===== config.mk =====
export PLATFORM = sky130hd
export DESIGN_NAME = irq_chain_top
export DESIGN_NICKNAME = d
export VERILOG_FILES = /design/src/rtl/irq_chain_pkg.sv /design/src/rtl/irq_ack_ctrl.sv /design/src/rtl/irq_cell.sv /design/src/rtl/irq_vec_mux.sv /design/src/rtl/irq_chain_top.sv
export SDC_FILE = /design/constraint.sdc
export NUM_CORES = 1
export LEC_CHECK = 0
export BUFFER_PORTS_ARGS = -buffer_cell sky130_fd_sc_hd__buf_2
export CORE_AREA = 2 2 39 41
export CTS_BUF_LIST = sky130_fd_sc_hd__clkbuf_8
export CTS_CLUSTER_DIAMETER = 150
export DETAILED_ROUTE_END_ITERATION = 8
export DIE_AREA = 0 0 41 43
export PLACE_DENSITY = 0.66
export SKIP_CTS_REPAIR_TIMING = 1
export SYNTH_ARGS = -nofsm -noshare
export SYNTH_HDL_FRONTEND = slang
export SYNTH_SLANG_ARGS = --single-unit

===== constraint.sdc =====
create_clock -name clk -period 1.2 [get_ports clk]
set_input_delay 0.06 -clock clk [delete_from_list [all_inputs] [get_ports clk]]
set_output_delay 0.06 -clock clk [all_outputs]
set_load 0.03 [all_outputs]

===== src/rtl/irq_chain_pkg.sv =====
package irq_chain_pkg;

    // State of one cell of the chain
    typedef struct packed {
        logic pending;   // request waiting for service
        logic claimed;   // this cell holds the current acknowledge
    } cell_st_t;

    // State of the acknowledge tracker
    typedef struct packed {
        logic active;    // an acknowledge is being held
    } ack_st_t;

endpackage


===== src/rtl/irq_ack_ctrl.sv =====
module irq_ack_ctrl
    import irq_chain_pkg::*;
(
    input  logic clk,
    input  logic rst_n,
    input  logic ack_n,
    output logic ack_start,
    output logic ack_end
);

    ack_st_t st_q, st_d;

    always_comb begin
        st_d      = st_q;
        ack_start = !ack_n && !st_q.active;
        ack_end   = ack_n && st_q.active;
        if (ack_start) begin
            st_d.active = 1'b1;
        end else if (ack_end) begin
            st_d.active = 1'b0;
        end
    end

    always_ff @(posedge clk or negedge rst_n) begin
        if (!rst_n) begin
            st_q <= '0;
        end else begin
            st_q <= st_d;
        end
    end

    // an acknowledge starts once, never on two consecutive edges
    a_r6_start_once: assert property (@(posedge clk) disable iff (!rst_n)
        ack_start |=> !ack_start);

    // a release cannot directly follow another release
    a_r8_end_once: assert property (@(posedge clk) disable iff (!rst_n)
        ack_end |=> !ack_end);

endmodule


===== src/rtl/irq_cell.sv =====
module irq_cell
    import irq_chain_pkg::*;
#(
    parameter bit IS_LAST = 1'b0
) (
    input  logic clk,
    input  logic rst_n,
    input  logic req_i,
    input  logic ack_in_i,     // acknowledge has reached this cell this cycle
    input  logic ack_end_i,    // processor released the acknowledge
    output logic ack_pass_o,   // acknowledge handed to the next cell
    output logic pending_o,
    output logic claim_o
);

    cell_st_t st_q, st_d;
    logic     take;

    always_comb begin
        st_d       = st_q;
        take       = ack_in_i && (st_q.pending || IS_LAST);
        ack_pass_o = ack_in_i && !st_q.pending;
        if (take) begin
            st_d.claimed = 1'b1;
        end else if (ack_end_i) begin
            st_d.claimed = 1'b0;
        end
        if (ack_end_i && st_q.claimed) begin
            st_d.pending = 1'b0;
        end
        if (req_i) begin
            st_d.pending = 1'b1;
        end
    end

    always_ff @(posedge clk or negedge rst_n) begin
        if (!rst_n) begin
            st_q <= '0;
        end else begin
            st_q <= st_d;
        end
    end

    assign pending_o = st_q.pending;
    assign claim_o   = st_q.claimed;

    // a sampled request is pending on the next cycle
    a_r1_req_latches: assert property (@(posedge clk) disable iff (!rst_n)
        req_i |=> pending_o);

    // a cell that drops its claim with no fresh request is no longer pending
    a_r8_release_clears: assert property (@(posedge clk) disable iff (!rst_n)
        ($fell(claim_o) && !$past(req_i)) |-> !pending_o);

    // a cell that was idle when the acknowledge passed does not claim
    a_r4_idle_passes: assert property (@(posedge clk) disable iff (!rst_n)
        (ack_in_i && !pending_o && !IS_LAST) |=> !claim_o);

endmodule


===== src/rtl/irq_vec_mux.sv =====
module irq_vec_mux #(
    parameter int                           N_CELLS      = 4,
    parameter int                           VEC_W        = 8,
    parameter logic [N_CELLS*VEC_W-1:0]     CELL_VECTORS = '0
) (
    input  logic [N_CELLS-1:0] claim_i,
    output logic [VEC_W-1:0]   vec_o,
    output logic               oe_o
);

    always_comb begin
        vec_o = '0;
        for (int i = 0; i < N_CELLS; i++) begin
            if (claim_i[i]) begin
                vec_o = vec_o | CELL_VECTORS[i*VEC_W +: VEC_W];
            end
        end
        oe_o = |claim_i;
    end

endmodule


===== src/rtl/irq_chain_top.sv =====
module irq_chain_top
    import irq_chain_pkg::*;
#(
    parameter int                       N_CELLS      = 4,
    parameter int                       VEC_W        = 8,
    parameter logic [N_CELLS*VEC_W-1:0] CELL_VECTORS = 32'h2347_8AC1
) (
    input  logic               clk,
    input  logic               rst_n,
    input  logic [N_CELLS-1:0] dev_req,
    input  logic               ack_n,
    output logic               irq_out,
    output logic               vec_oe,
    output logic [VEC_W-1:0]   vec_out
);

    localparam int LAST = N_CELLS - 1;

    logic               ack_start;
    logic               ack_end;
    logic [N_CELLS:0]   ack_ripple;
    logic [N_CELLS-1:0] pend;
    logic [N_CELLS-1:0] claims;

    irq_ack_ctrl u_ctrl (
        .clk       (clk),
        .rst_n     (rst_n),
        .ack_n     (ack_n),
        .ack_start (ack_start),
        .ack_end   (ack_end)
    );

    assign ack_ripple[0] = ack_start;

    for (genvar g = 0; g < N_CELLS; g++) begin : g_cell
        irq_cell #(
            .IS_LAST (g == LAST)
        ) u_cell (
            .clk        (clk),
            .rst_n      (rst_n),
            .req_i      (dev_req[g]),
            .ack_in_i   (ack_ripple[g]),
            .ack_end_i  (ack_end),
            .ack_pass_o (ack_ripple[g+1]),
            .pending_o  (pend[g]),
            .claim_o    (claims[g])
        );
    end

    irq_vec_mux #(
        .N_CELLS      (N_CELLS),
        .VEC_W        (VEC_W),
        .CELL_VECTORS (CELL_VECTORS)
    ) u_mux (
        .claim_i (claims),
        .vec_o   (vec_out),
        .oe_o    (vec_oe)
    );

    assign irq_out = |pend;

    // never more than one cell holds the acknowledge
    a_r7_one_holder: assert property (@(posedge clk) disable iff (!rst_n)
        $onehot0(claims));

    // any sampled request raises the shared line next cycle
    a_r2_line_rises: assert property (@(posedge clk) disable iff (!rst_n)
        (|dev_req) |=> irq_out);

    // an acknowledge that falls off the end is taken by the tail cell
    a_r5_tail_takes: assert property (@(posedge clk) disable iff (!rst_n)
        ack_ripple[N_CELLS] |=> claims[LAST]);

    // the bus is driven one cycle after the acknowledge starts
    a_r6_oe_follows: assert property (@(posedge clk) disable iff (!rst_n)
        ack_start |=> vec_oe);

    // a held acknowledge keeps the same vector
    a_r9_vector_frozen: assert property (@(posedge clk) disable iff (!rst_n)
        (vec_oe && !ack_n) |=> (vec_oe && $stable(vec_out)));

    // bus is quiet when not driven
    a_r12_quiet_bus: assert property (@(posedge clk) disable iff (!rst_n)
        !vec_oe |-> (vec_out == '0));

endmodule


== After elaboration in Yosys (flattened, before gate mapping) ==
Cells that the tools add are included.
Word-level totals
  register bits: 9
  latch bits: 0
  RAM bits: 0
  bits in read-only memories: 0
  output and inout port bits: 10
  logic and storage cells: 55
  memories kept: 0
Cells by class
  $add $sub $neg: 0
  multipliers: 0
  divide/modulo/power cells: 0
  order comparisons: 0
  equality and inequality tests: 0
  shift operators: 0
  multiplexer cells: 18
  bitwise operators: 0
  reduce and logical (&&, ||, !) cells: 28
Operator list (number)
  2-bit nonzero test: 9
  8-bit 2-to-1 mux: 2
  1-bit 2-to-1 mux: 14
  1-bit logical AND: 12
  4-bit OR reduction: 2
  7-bit 2-to-1 mux: 1
  6-bit 2-to-1 mux: 1
  1-bit logical NOT: 5

== Logic depth before layout (Yosys ltp) ==
Gate-level depths: netlist (run 1).
  depth in word-level cells: 6
  mapped depth: 4
  mapped depth without buffers: 4

== Hierarchy ==
A second synthesis (run 1) with hierarchy kept.
Second synthesis, totals
  cells, all modules: 48
  area, all modules: 467.9 um^2
By module, submodules not included
  irq_cell at g_cell[0].u_cell ...: instances 3, cells an instance 8, area each 80.1 um^2, sequential area each 50.0 um^2
  irq_cell at g_cell[3].u_cell: instances 1, cells an instance 7, area each 78.8 um^2, sequential area each 50.0 um^2
  irq_ack_ctrl: instances 1, cells an instance 6, area each 72.6 um^2, sequential area each 25.0 um^2
  irq_vec_mux: instances 1, cells an instance 10, area each 68.8 um^2, sequential area each 0.0 um^2
  irq_chain_top: instances 1, cells an instance 1, area each 7.5 um^2, sequential area each 0.0 um^2

== Worst setup path before layout (run 1) ==
Ideal clock, no wire load.
  path kind: reg2out
  from: reg g_cell[0].u_cell.st_q (netlist bit g_cell[0].u_cell.claim_o)
  to: out vec_oe
  arrival time: 1202 ps
  data required time: 1140 ps
  slack: -62 ps
  cell stages (with the launch flop): 3
  buffers on the path: 0
  cell sequence: dfrtp_1 -> or2_1 -> or3_1
On the way
  word-level cells in the longest chain between the ends: 1
RTL lines
  start, declared: line irq_cell.sv:16  | cell_st_t st_q, st_d;
  start signal, assigned: line irq_cell.sv:40  | st_q <= st_d;
  4-bit OR reduction: line irq_vec_mux.sv:18  | oe_o = |claim_i;
  end, declared: line irq_chain_top.sv:13  | output logic vec_oe,
No other way between the ends.

== Worst setup path after layout (run 1) ==
  from: reg g_cell[1].u_cell.st_q (netlist bit g_cell[1].u_cell.claim_o)
  to: out vec_oe
On the way
  word-level cells in the longest chain between the ends: 1
RTL lines (line)
  start, declared: irq_cell.sv:16
  start signal, assigned: irq_cell.sv:40
  4-bit OR reduction: irq_vec_mux.sv:18
No other way between the ends.

==> flow_metrics.env, run 1 <==
export IMPL_finalSetupViolCount=3
export IMPL_cts_tree="built"
export IMPL_grt_pass1_wl_um=1421
export IMPL_drc_errors=0
export IMPL_root_buffer="clkbuf_8"
export IMPL_rrSetupSlack_ns=0.02
export IMPL_firstDrtPassIters=3
export IMPL_post_route_period_util_pct=114.7
export IMPL_post_drt_wl_per_cell_um=11.04
export IMPL_cts_inserted_buffers=3
export IMPL_hpwl_um=678.8
export IMPL_cp_required_ns=1.14
export IMPL_slowest_delay_ns=0.36
export IMPL_fmax_mhz=726.8
export IMPL_syn_area_um2=444.2
export IMPL_grt_max_degree=10
export IMPL_final_common_cell="buf_2"
export IMPL_grt_pass1_vias=354
export IMPL_r2r_end="g_cell[3].u_cell.claim_o"
export IMPL_crit_buf_inv=1
export IMPL_crit_fanout=2
export IMPL_holdPathStages=2
export IMPL_num_rows=14
export IMPL_htree_levels=1
export IMPL_slowest_stage="dfrtp_1"
export IMPL_min_to="g_cell[2].u_cell.pending_o"
export IMPL_ys_ff_latch=9
export IMPL_final_cell_area_um2=663.1
export IMPL_multiInputGateArea_um2=190.2
export IMPL_track_usage_pct=12.40
export IMPL_instances_no_fill=85
export IMPL_maxCapViolCount=0
export IMPL_antenna_found_initial=0
export IMPL_drt_total_wl_um=938
export IMPL_timing_hold_ws_ns=0.01035
export IMPL_worstRegToRegCells=3
export IMPL_fp_dieW_um=41
export IMPL_area_growth_pct=49.30
export IMPL_min_path_type="in -> reg"
export IMPL_path_cells="or2_1, or3_4, buf_6"
export IMPL_violations="setup timing"
export IMPL_skew_ns=0.0008816
export IMPL_port_buffers=15
export IMPL_core_area_mm2=0.001384
export IMPL_post_place_cells=76
export IMPL_fin_nets=79
export IMPL_p_total_w=0.001447
export IMPL_layout_common_cells="12 x buf_2, 9 x dfrtp_1, 9 x buf_4"
export IMPL_outcome="finished, violations left"
export IMPL_cp_top_family="simple AND/OR/NAND/NOR gates"
export IMPL_clk_pin_slew_ns=0.04
export IMPL_cts_sinks=9
export IMPL_endpoint_kind="primary output"
export IMPL_synthCells=45
export IMPL_clockBufferDepth=2
export IMPL_fin_setup_tns_ns=-0.3685
export IMPL_n_fill_cell=135
export IMPL_final_hold_viol_count=0
export IMPL_dieArea_mm2=0.001763
export IMPL_maxSlewViolCount=0
export IMPL_regArea_um2=225.2
export IMPL_power_density_mw_per_mm2=2182
export IMPL_cp_start_kind="flip-flop"
export IMPL_die_h_um=43
export IMPL_grt_overflow_total=0
export IMPL_antenna_cells=0
export IMPL_reg2reg_from="g_cell[2].u_cell.pending_o"
export IMPL_rsz0062_at_grt="true"
export IMPL_cellLeakagePower_nw=0.3212
export IMPL_yosysWarnings=0
export IMPL_post_route_min_period_ns=1.376
export IMPL_via_count=385
export IMPL_ant_nets=0
export IMPL_gp_congestion=0.6688
export IMPL_syn_avg_cell_area_um2=9.871
export IMPL_dpl_cell_area_um2=544.3
export IMPL_viasPerCell=4.529
export IMPL_cp_arrival_ns=1.32
export IMPL_ys_seq_area_share_pct=50.70
export IMPL_critPathKind="reg -> out"
export IMPL_drtIter0Drc=1
export IMPL_irDropWorstVdd_v=0.0008826
export IMPL_insertion_delay_ns=0.23
export IMPL_holdCritStartpoint="dev_req[2]"
export IMPL_initial_utilization_pct=32.10
export IMPL_drive_above_1_share_pct=47.83
export IMPL_syn_nets=54
export IMPL_synth_cell_types=17
export IMPL_io_pins=17
export IMPL_final_setup_worst_slack_ns=-0.1759
metrics by stage:
stage                     utilization [%]  worst slack [ns]
after floorplan                         -          0.003079
after global placement              39.33           0.02430
after detailed placement            39.33          -0.02634
after CTS                           42.59           -0.2149
after global routing                47.92           -0.2258
final                               47.92           -0.1759
flip-flops by register name (all words and copies together) (netlist names):
name                     cells
g_cell.u_cell.pending_o      4
g_cell.u_cell.claim_o        4
u_ctrl.st_q                  1
worst reg2reg max path: stages (launching register included):
cell and delay (ns):
dfrtp_1 0.38, buf_4 0.15, or4b_1 0.50, o21ai_1 0.08
power by group:
group          leakage (nW)  internal, W  switching [W]
logic                 0.194     0.000320       0.000396
clock network        0.0269     0.000222       0.000112
registers             0.100     0.000363      0.0000354
metal layers:
metal	wire length, um	up-vias	track usage [%]	part of all wire [%]
met5	0	-	0	0
met4	29	0	10.00	3.1
met3	63	4	3.141	6.7
met2	455	16	18.13	49
met1	389	172	14.38	41
li1	-	193	-	-
worst max-delay path by stage:
| stage | from | to | slack [ns] | cells after the start |
|---|---|---|---|---|
| floorplan | g_cell[0].u_cell.claim_o | vec_oe | 0.003 | 2 |
| global placement | u_ctrl.st_q | g_cell[3].u_cell.claim_o | 0.02 | 4 |
| detailed placement | u_ctrl.st_q | g_cell[3].u_cell.claim_o | -0.03 | 4 |
| CTS | g_cell[0].u_cell.claim_o | vec_oe | -0.21 | 3 |
| global route | g_cell[1].u_cell.claim_o | vec_oe | -0.23 | 3 |
| finish | g_cell[1].u_cell.claim_o | vec_oe | -0.18 | 3 |
cell usage after synthesis, drive strengths merged:
master | instances | area (um2)
or2 | 1 | 6.260
o21ai | 2 | 10.01
inv | 6 | 22.52
buf | 4 | 30.03
or3 | 1 | 6.260
nand3 | 2 | 10.01
or4 | 1 | 7.510
a21o | 4 | 31.28
or4b | 1 | 10.01
nand2 | 8 | 30.03
o32ai | 1 | 8.760
dfrtp | 9 | 225.2
mux2 | 1 | 11.26
o22ai | 1 | 6.260
ha | 2 | 25.02
conb | 1 | 3.750
cells by family (layout without fill, tap and decap cells):
| group | count (synthesis) | count (layout) | synth area share (%) |
|---|---|---|---|
| compound gates | 8 | 8 | 12.68 |
| fa+ha+maj | 2 | 2 | 5.633 |
| buf+inv | 10 | 34 | 11.83 |
| flops | 9 | 9 | 50.71 |
| mux | 1 | 1 | 2.535 |
| other cells | 1 | 1 | 0.8443 |
| simple gates | 14 | 14 | 15.78 |
final cells by class:
class	count	share of cell area, %
Clock buffer	3	6.226
Tap cell	16	3.019
Multi-Input combinational cell	26	28.68
Inverter	6	3.396
Clock inverter	1	0.5660
Sequential cell	9	33.96
Timing Repair Buffer	24	24.15
(Power assumes the default switching activity.)
==> run 2, diff against run 1 <==
- ABC_AREA: not set -> 1
- PLACE_DENSITY: 0.66 -> 0.67
==> flow_metrics.env, run 2 <==
export IMPL_outcome="finished, final reports clean"
export IMPL_min_path_type="in -> reg"
export IMPL_path_cells="or2_2, buf_6"
export IMPL_slowest_delay_ns=0.41
export IMPL_ant_nets=0
export IMPL_post_drt_wl_per_cell_um=9.326
export IMPL_clockBufferDepth=2
export IMPL_synth_cell_types=13
export IMPL_synthTopCellsByCount="13 x nand2_1, 9 x dfrtp_1, 7 x inv_1"
export IMPL_root_buffer="clkbuf_8"
export IMPL_drc_errors=0
export IMPL_syn_avg_cell_area_um2=8.614
export IMPL_firstDrtPassIters=2
export IMPL_ys_top_cells_by_area="dfrtp_1 50%, nand2_1 11%, a21o_1 6.7%"
export IMPL_cts_inserted_buffers=3
export IMPL_grt_pass1_vias=292
export IMPL_grt_pass1_wl_um=1173
export IMPL_dieArea_mm2=0.001763
export IMPL_yosysWarnings=0
export IMPL_critPathKind="reg -> out"
export IMPL_synth_main_ff_cell="dfrtp_1"
export IMPL_maxSlewViolCount=0
export IMPL_antenna_found_initial=0
export IMPL_slowest_stage="dfrtp_1"
export IMPL_syn_area_um2=447.9
export IMPL_clk_pin_slew_ns=0.04
export IMPL_crit_fanout=5
export IMPL_regArea_um2=225.2
export IMPL_endpoint_kind="primary output"
export IMPL_fmax_mhz=870.8
export IMPL_initial_utilization_pct=32.37
export IMPL_insertion_delay_ns=0.23
export IMPL_synth_edff_count=0
export IMPL_grt_max_degree=10
export IMPL_fp_dieW_um=41
export IMPL_final_cell_area_um2=591.8
export IMPL_final_hold_viol_count=0
export IMPL_die_h_um=43
export IMPL_syn_nets=61
export IMPL_track_usage_pct=10.53
export IMPL_drtIter0Drc=1
export IMPL_final_util_pct=42.77
export IMPL_yosysTopAreaCell="dfrtp_1"
export IMPL_htree_levels=1
export IMPL_maxCapViolCount=0
export IMPL_ys_seq_area_share_pct=50.28
export IMPL_cp_required_ns=1.14
export IMPL_hpwl_um=604.8
export IMPL_irDropWorstVdd_v=0.0007840
export IMPL_drive_above_1_share_pct=32.86
export IMPL_port_buffers=15
export IMPL_cts_sinks=9
export IMPL_multiInputGateArea_um2=168.9
export IMPL_cts_tree="built"
export IMPL_synth_most_common_cell="nand2_1"
export IMPL_cp_start_kind="flip-flop"
export IMPL_fin_nets=80
export IMPL_grt_overflow_total=0
export IMPL_core_area_mm2=0.001384
export IMPL_dpl_cell_area_um2=513.0
export IMPL_antenna_cells=0
export IMPL_finalSetupViolCount=0
export IMPL_gp_congestion=0.6924
export IMPL_ys_ff_latch=9
export IMPL_post_route_min_period_ns=1.148
export IMPL_n_fill_cell=144
export IMPL_via_count=370
export IMPL_power_density_mw_per_mm2=2344
export IMPL_layout_common_cells="14 x buf_2, 13 x nand2_1, 9 x dfrtp_1"
export IMPL_drt_total_wl_um=802
export IMPL_cp_arrival_ns=1.09
export IMPL_final_common_cell="buf_2"
export IMPL_async_flop_share_pct=100.0
export IMPL_skew_ns=0.0002887
export IMPL_synthCells=52
export IMPL_cellLeakagePower_nw=0.3243
export IMPL_post_route_period_util_pct=95.69
export IMPL_num_rows=14
export IMPL_yosys_area_top_type_share_pct=50.28
export IMPL_viasPerCell=4.302
export IMPL_area_growth_pct=32.12
export IMPL_io_pins=17
## run 2: cell count changes after synthesis, sizes merged
cell   change
o22ai      -1
nor2       +4
inv        +1
a21oi      +1
nand3      +2
or3        -1
nand2      +5
mux2       -1
or4b       -1
or4        -1
o32ai      -1
## run 2: area by class of cell
| type | instances | share of cell area, % |
|---|---|---|
| multi-input combinational | 32 | 28.54 |
| tap | 16 | 3.383 |
| inverter | 7 | 4.440 |
| sequential | 9 | 38.05 |
| clock buffer | 3 | 6.977 |
| clock inverter | 1 | 0.6342 |
| timing repair buffer | 18 | 17.97 |
## run 2: metrics by stage
step / setup WS (ns) / hold slack (ns) / TNS [ns] / power, W / cells
after floorplan: 0.3152 / -0.2356 / 0 / 0.0008970 / 52
after global routing: -0.007396 / 0.01731 / -0.007396 / 0.001494 / 86
after detailed placement: 0.2522 / -0.07740 / 0 / 0.001032 / 79
after global placement: 0.2738 / -0.08154 / 0 / 0.001020 / 79
final: 0.05169 / 0.01450 / 0 / 0.001387 / 86
after CTS: 0.02214 / -0.3209 / 0 / 0.001370 / 83
## run 2: power breakdown
part           internal [W]  leakage, nW  switching [W]
combinational      0.000207        0.197       0.000431
clock              0.000222       0.0269       0.000107
sequential         0.000373        0.101      0.0000467
## run 2: cell families (layout without fill, tap and decap cells)
group / after synthesis / count (layout) / synth area share [%]
flops: 9 / 9 / 50.28
fa+ha+maj: 2 / 2 / 5.586
simple gates: 22 / 22 / 20.67
buf+inv: 11 / 29 / 12.57
other cells: 1 / 1 / 0.8372
compound gates: 7 / 7 / 10.06
## run 2: worst max-delay path, delay by kind of cell, from the launching register on
| kind | cells | cell delay [ns] |
|---|---|---|
| simple gates | 1 | 0.31 |
| buf+inv | 1 | 0.14 |
| flops | 1 | 0.41 |
## run 2: worst paths after layout
| path | from | endpoint | slack [ns] | cells after the start |
|---|---|---|---|---|
| worst max register to register | u_ctrl.st_q | g_cell[2].u_cell.pending_o | 0.25 | 3 |
| worst min-delay path | dev_req[1] | g_cell[1].u_cell.pending_o | 0.01 | 2 |
| max in group asynchronous | rst_n | g_cell[3].u_cell.claim_o | 0.82 | 2 |
| min in group asynchronous | rst_n | u_ctrl.st_q | 0.21 | 2 |
| worst min register to register | g_cell[3].u_cell.pending_o | g_cell[3].u_cell.pending_o | 0.48 | 1 |
| worst max-delay path | g_cell[2].u_cell.claim_o | vec_out[6] | 0.05 | 2 |
## run 2: routing by layer
layer	vias to the layer above	routed length (um)	GRT usage (%)
met2	11	414	14.37
met1	165	317	11.55
li1	192	-	-
met3	2	50	2.618
met4	0	19	12.00
met5	-	0	0
